==> config.mk <==
export PLATFORM = sky130hd
export DESIGN_NAME = xmem_mapper
export DESIGN_NICKNAME = d
export VERILOG_FILES = /design/src/rtl/xmem_pkg.sv /design/src/rtl/xmem_digit_reg.sv /design/src/rtl/xmem_addr_xlate.sv /design/src/rtl/xmem_lock_check.sv /design/src/rtl/xmem_mapper.sv
export SDC_FILE = /design/constraint.sdc
export NUM_CORES = 1
export LEC_CHECK = 0
export CORE_ASPECT_RATIO = 0.8
export CORE_MARGIN = 2
export CORE_UTILIZATION = 36
export CTS_CLUSTER_SIZE = 40
export DETAILED_ROUTE_END_ITERATION = 7
export GPL_ROUTABILITY_DRIVEN = 1
export PLACE_DENSITY = 0.86
export SLEW_MARGIN = 5
export SYNTH_ARGS = -nofsm -noshare
export SYNTH_HDL_FRONTEND = slang
export SYNTH_SLANG_ARGS = --single-unit
==> constraint.sdc <==
create_clock -name clk -period 2.75 [get_ports clk]
set_input_delay 0.55 -clock clk [delete_from_list [all_inputs] [get_ports clk]]
set_output_delay 0.55 -clock clk [all_outputs]
set_load 0.05 [all_outputs]
==> src/rtl/xmem_pkg.sv <==
// Shared constants and types for the extended memory address mapper.
package xmem_pkg;
    localparam int LADDR_W  = 14;                      // logical address width
    localparam int EXT_W    = 3;                       // one octal bank digit
    localparam int OFS_W    = LADDR_W - 2;             // bits kept below the digit
    localparam int PADDR_W  = OFS_W + EXT_W;           // physical address width
    localparam int SIZE_W   = PADDR_W + 1;             // installed-size width
    localparam int BLK_SH   = 11;                      // 2048-word blocks
    localparam int SUB_SH   = 9;                       // 512-word pieces
    localparam int NUM_SUB  = 1 << (BLK_SH - SUB_SH);  // pieces in block 0
    localparam int NUM_BLK  = 1 << (PADDR_W - BLK_SH); // blocks in total
    localparam int LOCK_W   = NUM_SUB + NUM_BLK - 1;   // lock register width
    localparam int VEC_W    = 6;
    localparam logic [VEC_W-1:0] PROT_VEC = 6'o35;
    localparam logic [EXT_W-1:0] HI_INIT  = 3'd3;
    localparam logic [EXT_W-1:0] MID_INIT = 3'd2;
    localparam int LINK_W   = 10;

    // Source of the physical top digit.
    typedef enum logic [1:0] {
        SEL_DIRECT = 2'd0,
        SEL_MID    = 2'd1,
        SEL_HI     = 2'd2
    } digit_sel_e;
endpackage

==> src/rtl/xmem_digit_reg.sv <==
// One bank digit register. It presets to INIT on reset or start, loads on
// its strobe, and otherwise holds its value. Assumes start outranks load.
module xmem_digit_reg #(
    parameter int               W    = 3,
    parameter logic [W-1:0]     INIT = '0
) (
    input  logic         clk,
    input  logic         rst_n,
    input  logic         start_i,
    input  logic         ld_i,
    input  logic [W-1:0] d_i,
    output logic [W-1:0] q_o,
    output logic         lamp_o
);
    logic [W-1:0] q_r;

    // Digit storage: reset and start preset, load captures, else hold.
    always_ff @(posedge clk) begin
        if (!rst_n || start_i) q_r <= INIT;
        else if (ld_i)         q_r <= d_i;
    end

    // Lamp lights whenever the digit is off its preset.
    always_comb lamp_o = (q_r != INIT);

    assign q_o = q_r;

    AST_START_PRESET: assert property (@(posedge clk) disable iff (!rst_n)
        start_i |=> (q_o == INIT));
    AST_DIGIT_HOLD: assert property (@(posedge clk) disable iff (!rst_n)
        (!start_i && !ld_i) |=> $stable(q_o));
    AST_DIGIT_LOAD: assert property (@(posedge clk) disable iff (!rst_n)
        (!start_i && ld_i) |=> (q_o == $past(d_i)));
    AST_LAMP_STATE: assert property (@(posedge clk) disable iff (!rst_n)
        start_i |=> !lamp_o);
endmodule

==> src/rtl/xmem_addr_xlate.sv <==
// Address translation. The two top logical bits choose a pass-through or
// one of two bank digits, which replace those bits as the top octal digit.
module xmem_addr_xlate
    import xmem_pkg::*;
#(
    parameter int LW = LADDR_W,
    parameter int EW = EXT_W,
    parameter int PW = PADDR_W
) (
    input  logic [LW-1:0] laddr_i,
    input  logic [EW-1:0] hi_i,
    input  logic [EW-1:0] mid_i,
    output digit_sel_e    sel_o,
    output logic [PW-1:0] paddr_o
);
    localparam int OW = LW - 2;

    // Digit source decode from the two top logical bits.
    always_comb begin
        if (!laddr_i[LW-1])     sel_o = SEL_DIRECT;
        else if (laddr_i[LW-2]) sel_o = SEL_HI;
        else                    sel_o = SEL_MID;
    end

    // Physical address assembly from the chosen source.
    always_comb begin
        case (sel_o)
            SEL_HI:  paddr_o = {hi_i,  laddr_i[OW-1:0]};
            SEL_MID: paddr_o = {mid_i, laddr_i[OW-1:0]};
            default: paddr_o = PW'(laddr_i);
        endcase
    end
endmodule

==> src/rtl/xmem_lock_check.sv <==
// Lock lookup with uneven granularity. Block 0 uses one lock bit per
// 512-word piece; every other 2048-word block has a single bit.
module xmem_lock_check
    import xmem_pkg::*;
#(
    parameter int PW  = PADDR_W,
    parameter int BSH = BLK_SH,
    parameter int SSH = SUB_SH,
    parameter int NLK = LOCK_W
) (
    input  logic [PW-1:0]  paddr_i,
    input  logic [NLK-1:0] lock_i,
    output logic           locked_o
);
    localparam int BW   = PW - BSH;
    localparam int SW   = BSH - SSH;
    localparam int NSUB = 1 << SW;
    localparam int IW   = $clog2(NLK);

    logic [BW-1:0] blk;
    logic [SW-1:0] sub;
    logic [IW-1:0] idx;

    // Lock bit index: piece number in block 0, else offset block number.
    always_comb begin
        blk = paddr_i[PW-1:BSH];
        sub = paddr_i[BSH-1:SSH];
        if (blk == '0) idx = IW'(sub);
        else           idx = IW'(NSUB - 1) + IW'(blk);
    end

    // Pick the lock bit for that index.
    always_comb locked_o = lock_i[idx];
endmodule

==> src/rtl/xmem_mapper.sv <==
// Top level of the extended memory mapper. It holds two bank digit
// registers and translates each logical address. It flags reads beyond
// installed memory for zero data, and drops out-of-range or locked writes;
// a locked in-range write raises a one-cycle protection request.
// Assumes mem_words_i <= 2**PADDR_W.
module xmem_mapper
    import xmem_pkg::*;
(
    input  logic               clk,
    input  logic               rst_n,
    input  logic               start_i,
    input  logic               ld_hi_i,
    input  logic               ld_mid_i,
    input  logic [EXT_W-1:0]   ld_val_i,
    input  logic [LADDR_W-1:0] laddr_i,
    input  logic               req_valid_i,
    input  logic               req_write_i,
    input  logic [SIZE_W-1:0]  mem_words_i,
    input  logic [LOCK_W-1:0]  lock_i,
    input  logic               ovf_i,
    output logic [PADDR_W-1:0] paddr_o,
    output logic               rd_zero_o,
    output logic               wr_block_o,
    output logic               prot_irq_o,
    output logic [VEC_W-1:0]   prot_vec_o,
    output logic               lamp_hi_o,
    output logic               lamp_mid_o,
    output logic [LINK_W-1:0]  link_o
);
    localparam int NREG = 2;
    localparam logic [NREG*EXT_W-1:0] INITS = {MID_INIT, HI_INIT};

    logic [EXT_W-1:0] digit [NREG];
    logic [NREG-1:0]  ld_vec;
    logic [NREG-1:0]  lamp;
    digit_sel_e       sel;
    logic             locked;
    logic             oor;
    logic             is_rd;
    logic             is_wr;

    assign ld_vec = {ld_mid_i, ld_hi_i};

    // Index 0 holds the high digit, index 1 the middle digit.
    for (genvar g = 0; g < NREG; g++) begin : g_digit
        xmem_digit_reg #(
            .W    (EXT_W),
            .INIT (INITS[g*EXT_W +: EXT_W])
        ) u_reg (
            .clk     (clk),
            .rst_n   (rst_n),
            .start_i (start_i),
            .ld_i    (ld_vec[g]),
            .d_i     (ld_val_i),
            .q_o     (digit[g]),
            .lamp_o  (lamp[g])
        );
    end

    xmem_addr_xlate u_xlate (
        .laddr_i (laddr_i),
        .hi_i    (digit[0]),
        .mid_i   (digit[1]),
        .sel_o   (sel),
        .paddr_o (paddr_o)
    );

    xmem_lock_check u_lock (
        .paddr_i  (paddr_o),
        .lock_i   (lock_i),
        .locked_o (locked)
    );

    // Request classification and range test against installed size.
    always_comb begin
        is_rd = req_valid_i && !req_write_i;
        is_wr = req_valid_i &&  req_write_i;
        oor   = ({1'b0, paddr_o} >= mem_words_i);
    end

    // Access outcome flags.
    always_comb begin
        rd_zero_o  = is_rd && oor;
        wr_block_o = is_wr && (oor || locked);
        prot_irq_o = is_wr && !oor && locked;
        prot_vec_o = PROT_VEC;
    end

    // Panel lamps and linkage status field.
    always_comb begin
        lamp_hi_o  = lamp[0];
        lamp_mid_o = lamp[1];
        link_o     = '0;
        link_o[0]  = ovf_i;
        link_o[5:3] = digit[0];
        link_o[8:6] = digit[1];
    end

    AST_LOW_DIRECT: assert property (@(posedge clk) disable iff (!rst_n)
        !laddr_i[LADDR_W-1] |-> (paddr_o[OFS_W-1:0] == laddr_i[OFS_W-1:0]) && (sel == SEL_DIRECT));
    AST_HI_DIGIT: assert property (@(posedge clk) disable iff (!rst_n)
        (laddr_i[LADDR_W-1:LADDR_W-2] == 2'b11) |-> (paddr_o[PADDR_W-1:OFS_W] == link_o[5:3]));
    AST_OOR_WRITE_QUIET: assert property (@(posedge clk) disable iff (!rst_n)
        (req_valid_i && req_write_i && oor) |-> (wr_block_o && !prot_irq_o));
    AST_IRQ_DROPS_WRITE: assert property (@(posedge clk) disable iff (!rst_n)
        prot_irq_o |-> (wr_block_o && req_write_i));
    AST_READ_NO_BLOCK: assert property (@(posedge clk) disable iff (!rst_n)
        !req_write_i |-> (!wr_block_o && !prot_irq_o));
    AST_RDZERO_READ_ONLY: assert property (@(posedge clk) disable iff (!rst_n)
        rd_zero_o |-> (req_valid_i && !req_write_i));
endmodule

==> summary.txt, run 1 <==
Final layout
  • Area grow syn2layout: 97.8%
  • Non-filler cells, final: 324
  • Antenna Cells: 0
  • Post-route cell area: 2710 sq um
  • Fillers: 281
  • Max reg flops: 6
  • Area occupied by multi-input gates: 1280 sq um
  • Share of layout cells above drive strength 1: 38.2%
  • Sequential cell area: 125 sq um
  • NumNets Final: 357

Yosys
  • Top cell type's share of synthesized area: 13.7%
  • Commonest cells in the netlist: buf_4, inv_1, ha_1
  • Avg Cell Area, Syn: 7.65 sq um
  • Distinct cells, synth: 52
  • Post-Synthesis Cells: 179
  • Ys Warns: 0
  • Post-synthesis sequential area ratio: 8.77%
  • Number of synthesized flops with an enable pin: 0
  • Main synth FF type: dfxtp_1
  • Post-Syn Area: 1370 sq um
  • Async SR Flop Fraction: 0%
  • Yosys top cell by area: ha_1
  • Ranking of synthesized cells by area: ha_1, buf_4, mux2i_1
  • FF+latch count, synth: 6
  • Most frequent cell after synthesis: buf_4

Setup path
  • Worst path max stage delay: 0.31 ns
  • Worst Path Required: 2.20 ns
  • Setup crit end kind: output pin
  • CP max-delay cell: a211oi_4
  • Critical path type: input port to output pin
  • Crit path DAT: 2.36 ns
  • CP bufs+invs: 2
  • Worst path cell trace: buf_8, and2b_2, a211oi_4, a21oi_4, mux2i_1, a221oi_2, nand3_2, a31oi_4, buf_12
  • Crit Path Max Fanout: 6
  • Worst Setup Start Kind: input port
  • Top delay family on crit path: compound AO/OA/AOI/OAI gates

Power
  • PD cells: 259 nW/um^2
  • Worst vdd ir: 335 uV
  • Lkg Pwr: 1.24 nW
  • Power Total: 703 uW

Timing
  • Slew @ Worst Pin: 0.508 ns
  • Final setup vio count: 3
  • Clock skew: 0 ns
  • Unrepaired setup endpoints after global routing: true
  • Fin crit share: 106%
  • Fmax: 344 MHz
  • Min cycle time layout: 2.91 ns
  • Final slew viol count: 0
  • Slew margin rel.: 66.0%
  • Endpoints failing hold: 0
  • Worst setup margin: -0.160 ns

Die
  • Total core area: 3730 sq um
  • # IOs: 96
  • Die Span Y: 59.2 um
  • Initial Util: 36.7%
  • Die footprint: 4320 sq um
  • Die Wd: 73.0 um
  • Row Count: 20

Clocking
  • CTS tree: built
  • Root buf cell: clkbuf_8
  • Reg clk slew, reported paths: 0.03 ns
  • Num CTS Buffers: 3
  • CTS Sinks: 6
  • Clock insertion delay at the later pin of the skew report: 0.22 ns
  • Post-CTS Hold Fix Bufs: 0
  • H-tree depth: 1
  • CTS Buffer Depth: 2

Placement
  • Post-DP HPWL: 3450 um
  • Post-place setup slack: -0.765 ns
  • RePlAce Congestion: 0.841
  • Post-placement cell count: 315
  • Dpl cell area: 2430 sq um
  • Port-buffer cells: 84

Routing
  • DR iter-0 viols: 64
  • Post-route ant nets: 0
  • Met2 Routed Length: 2220 um
  • Top Metal Used: met4
  • DR WL met3: 288 um
  • Wirelength, routed: 4560 um
  • Wire length on met1: 2040 um
  • Routed vias/inst: 5.16
  • DR WL/cell: 14.1 um
  • Via count: 1672
  • Detailed-route DRC error count: 0
  • Drt first pass iters: 4

Global route
  • Number of global-route vias before repair: 1571
  • Residual overflow from global routing: 0
  • First-pass GRT wire length: 7040 um
  • All-Layer GR Usage: 20.6%
  • Initial antenna violation count: 0
  • Largest net degree at the start of global routing: 9

Run status
  • Failing checks: setup timing
  • Status: finished, violations left

Worst hold path
  • Min-delay worst type: register to register

Flow run
  • Max capacitance violation total: 0
[final timing paths]
| path | from | endpoint | slack [ns] | depth (start not counted) |
|---|---|---|---|---|
| worst max-delay path | laddr_i[12] | wr_block_o | -0.16 | 9 |
| worst min-delay path | g_digit[1].u_reg.q_o[1]$_SDFFE_PP1P_ | g_digit[1].u_reg.q_o[1]$_SDFFE_PP1P_ | 0.53 | 2 |
| worst max register to register | g_digit[0].u_reg.q_o[0]$_SDFFE_PP1P_ | g_digit[0].u_reg.q_o[0]$_SDFFE_PP1P_ | 1.95 | 3 |
| worst min register to register | g_digit[1].u_reg.q_o[1]$_SDFFE_PP1P_ | g_digit[1].u_reg.q_o[1]$_SDFFE_PP1P_ | 0.53 | 2 |
[area by class of cell]
type,count,area share [%]
inverters,19,2.72
flip-flops and latches,6,4.62
multi-input cells,135,47.1
repair buffers,117,42.0
well taps,44,2.03
clock buffers,3,1.52
[through the flow]
| stage | setup TNS (ns) | hold WS (ns) | util, % |
|---|---|---|---|
| after CTS | -0.303 | 0.520 | 72.2 |
| after global routing | -0.560 | 0.575 | 72.7 |
| after global placement | -1.94 | 0.490 | 65.3 |
| final | -0.330 | 0.525 | 72.7 |
| after floorplan | -0.254 | 0.639 | - |
| after detailed placement | -2.14 | 0.499 | 65.3 |
[power breakdown]
| part | switching (mW) | total, mW | internal (mW) |
|---|---|---|---|
| Combinational | 0.249 | 0.480 | 0.231 |
| Clock | 0.0335 | 0.127 | 0.0936 |
| Sequential | 0.00483 | 0.0958 | 0.0910 |
[tightest hold or removal path: stages (launching register included)]
cell and delay [ns]:
dfxtp_2 0.36, mux2i_1 0.08, nand2_1 0.06
[layout by cell type (no fill, tap or decap), drive strengths merged, types with 3 or more instances in the layout]
cell type and instances:
a21oi 13, a221oi 3, a21o 6, a211oi 4, dfxtp 6, clkbuf 6
o21ai 8, nor2b 4, o21a 3, clkdlybuf4s50 46, ha 15, nand3 4
conb 9, nand2 11, inv 19, clkdlybuf4s15 3, a31oi 3, dlygate4sd2 16
mux2i 13, nor2 8, buf 49
[metal layers]
metal	up-vias	GRT usage, %
met2	77	37.5
li1	816	-
met1	775	27.0
met3	4	3.06
met5	-	0
met4	0	1.59
[cell families after synthesis]
family	share of synthesized area, %
AOI/OAI and AO/OA	28.2
xor gates and xnor gates	0.639
adders and majority gates	13.7
buffers and inverters	19.3
DFF	8.77
muxes	9.50
other	0.548
and+or+nand+nor	19.4
[repair_timing]
item	CTS	global route
buffers inserted	8	0
pin swaps	27	8
resized for setup	87	13
endpoints found under the setup margin	3	3
Power figures use the tool's default switching activity.
==> run 2, diff against run 1 <==
Settings changed: SETUP_SLACK_MARGIN from default to 0.5.
==> run 2 against run 1 <==
Compared with the run above:
- the run still ends with setup timing left
- first-iteration DRC count fell by 47%
- combinational power grew 3%
- via count is the same
- clock power hardly changed
- worst setup slack lost 0.0016 ns
- design area rose by 2.0%
- clock skew stayed put
- register-to-register slack about the same
- largest cell class unchanged
==> summary.txt, run 2 (synthesis results as in run 1) <==
Routing
  • DR WL met3: 361 um
  • Wirelength, routed: 4590 um
  • Met2 Routed Length: 2270 um
  • DR WL/cell: 14.0 um
  • Top Metal Used: met4
  • Routed vias/inst: 5.11
  • Via count: 1672
  • Wire length on met1: 1930 um
  • Drt first pass iters: 4
  • Detailed-route DRC error count: 0
  • Post-route ant nets: 0
  • DR iter-0 viols: 34

Die
  • Die Span Y: 59.2 um
  • Die Wd: 73.0 um
  • Row Count: 20
  • # IOs: 96
  • Initial Util: 36.7%
  • Die footprint: 4320 sq um
  • Total core area: 3730 sq um

Timing
  • Clock skew: 0 ns
  • Fin crit share: 106%
  • Fmax: 343 MHz
  • Slew @ Worst Pin: 0.514 ns
  • Endpoints failing hold: 0
  • Min cycle time layout: 2.91 ns
  • Final setup vio count: 3
  • Worst hold slack: 0.522 ns
  • Unrepaired setup endpoints after global routing: true
  • Final slew viol count: 0
  • Worst setup margin: -0.161 ns
  • Slew margin rel.: 65.7%

Run status
  • Failing checks: setup timing
  • Status: finished, violations left

Final layout
  • Max reg flops: 6
  • Non-filler cells, final: 327
  • Area grow syn2layout: 102%
  • Post-route cell area: 2770 sq um
  • Antenna Cells: 0
  • NumNets Final: 360
  • Share of layout cells above drive strength 1: 42.4%
  • Commonest non-fill, non-tap cells in the layout: clkdlybuf4s50_1, buf_4, inv_1, mux2i_1, nand2_1
  • Leading cell type in the layout, fill and taps excluded: clkdlybuf4s50_1

Clocking
  • Post-CTS Hold Fix Bufs: 0
  • CTS Sinks: 6
  • CTS Buffer Depth: 2
  • Num CTS Buffers: 3
  • H-tree depth: 1
  • Root buf cell: clkbuf_8
  • Clock insertion delay at the later pin of the skew report: 0.22 ns
  • CTS tree: built
  • Reg clk slew, reported paths: 0.03 ns

Global route
  • Number of global-route vias before repair: 1583
  • Largest net degree at the start of global routing: 9
  • All-Layer GR Usage: 20.6%
  • First-pass GRT wire length: 7040 um
  • Residual overflow from global routing: 0
  • Initial antenna violation count: 0

Power
  • Worst vdd ir: 336 uV
  • PD cells: 260 nW/um^2
  • Lkg Pwr: 1.25 nW

Worst hold path
  • Depth of the worst hold-timing path: 2
  • Min-delay worst type: register to register

Flow run
  • Max capacitance violation total: 0

Setup path
  • Worst Path Required: 2.20 ns
  • Crit Path Max Fanout: 7
  • Worst path max stage delay: 0.29 ns
  • Setup crit end kind: output pin
  • Worst Setup Start Kind: input port
  • Worst path cell trace: buf_8, buf_8, o211a_4, a211oi_4, a21oi_4, mux2i_1, a221oi_2, nand3_2, a31oi_4, buf_12
  • CP max-delay cell: a221oi_2
  • Critical path type: input port to output pin
  • R2R cell count: 3
  • Most common cell on crit path: buf_8
  • Crit path DAT: 2.36 ns

Placement
  • Post-place setup slack: -0.765 ns
  • Post-DP HPWL: 3450 um
  • Dpl cell area: 2430 sq um
  • Post-placement cell count: 315
  • RePlAce Congestion: 0.841
  • Port-buffer cells: 84
## run 2: cell count changes in the layout (fill, tap and decap cells not counted), sizes merged
cell,change
clkdlybuf4s15,+4
clkbuf,+4
dlymetal6s2s,+1
dlygate4sd2,-9
buf,+4
clkdlybuf4s50,-1
## run 2: repair_timing
| action | CTS | global route |
|---|---|---|
| pin swaps | 28 | 27 |
| gates resized for setup | 85 | 40 |
| setup buffers | 7 | 2 |
| setup endpoints to repair | 11 | 4 |
## run 2: path summary, 6_finish.rpt
check / slack (ns) / to / start
min: 0.52 / g_digit[1].u_reg.q_o[1]$_SDFFE_PP1P_ / g_digit[1].u_reg.q_o[1]$_SDFFE_PP1P_
max reg2reg: 1.96 / g_digit[0].u_reg.q_o[0]$_SDFFE_PP1P_ / g_digit[0].u_reg.q_o[0]$_SDFFE_PP1P_
min reg2reg: 0.52 / g_digit[1].u_reg.q_o[1]$_SDFFE_PP1P_ / g_digit[1].u_reg.q_o[1]$_SDFFE_PP1P_
max: -0.16 / wr_block_o / laddr_i[12]
## run 2: routing by layer
metal	global-route usage [%]	up-vias
met2	36.8	73
met3	4.08	2
li1	-	823
met5	0	-
met4	3.44	0
met1	26.0	774
## run 2: worst max-delay path: cells and delay by family
kind | cells | cell delay (ns)
muxes | 1 | 0.16
AOI/OAI and AO/OA | 5 | 1.07
and+or+nand+nor | 1 | 0.18
buffers and inverters | 3 | 0.40
## run 2: report_power, final
group          internal [mW]  switching, mW  total, mW
Sequential            0.0910        0.00495     0.0959
Combinational          0.241          0.255      0.496
Clock                 0.0936         0.0336      0.127
## run 2: through the flow
step	TNS [ns]	total power, mW	utilization (%)
after CTS	-0.305	0.693	71.9
after floorplan	-0.254	0.360	-
final	-0.329	0.719	74.2
after detailed placement	-2.14	0.530	65.3
after global routing	-0.514	0.760	74.2
after global placement	-1.94	0.525	65.3
## run 2: cell type report
cell class	count	area, sq um
Inverter	19	76.3
Fill cell	260	963
Timing Repair Buffer	120	1150
Sequential cell	6	125
Clock buffer	3	41.3
Multi-Input combinational cell	135	1320
Tap cell	44	55.1
==> run 3, diff against run 2 <==
Settings changed: HOLD_SLACK_MARGIN from default to 0.03.
==> results of run 3 <==
Final layout, timing and power as in run 2 (identical DEF).
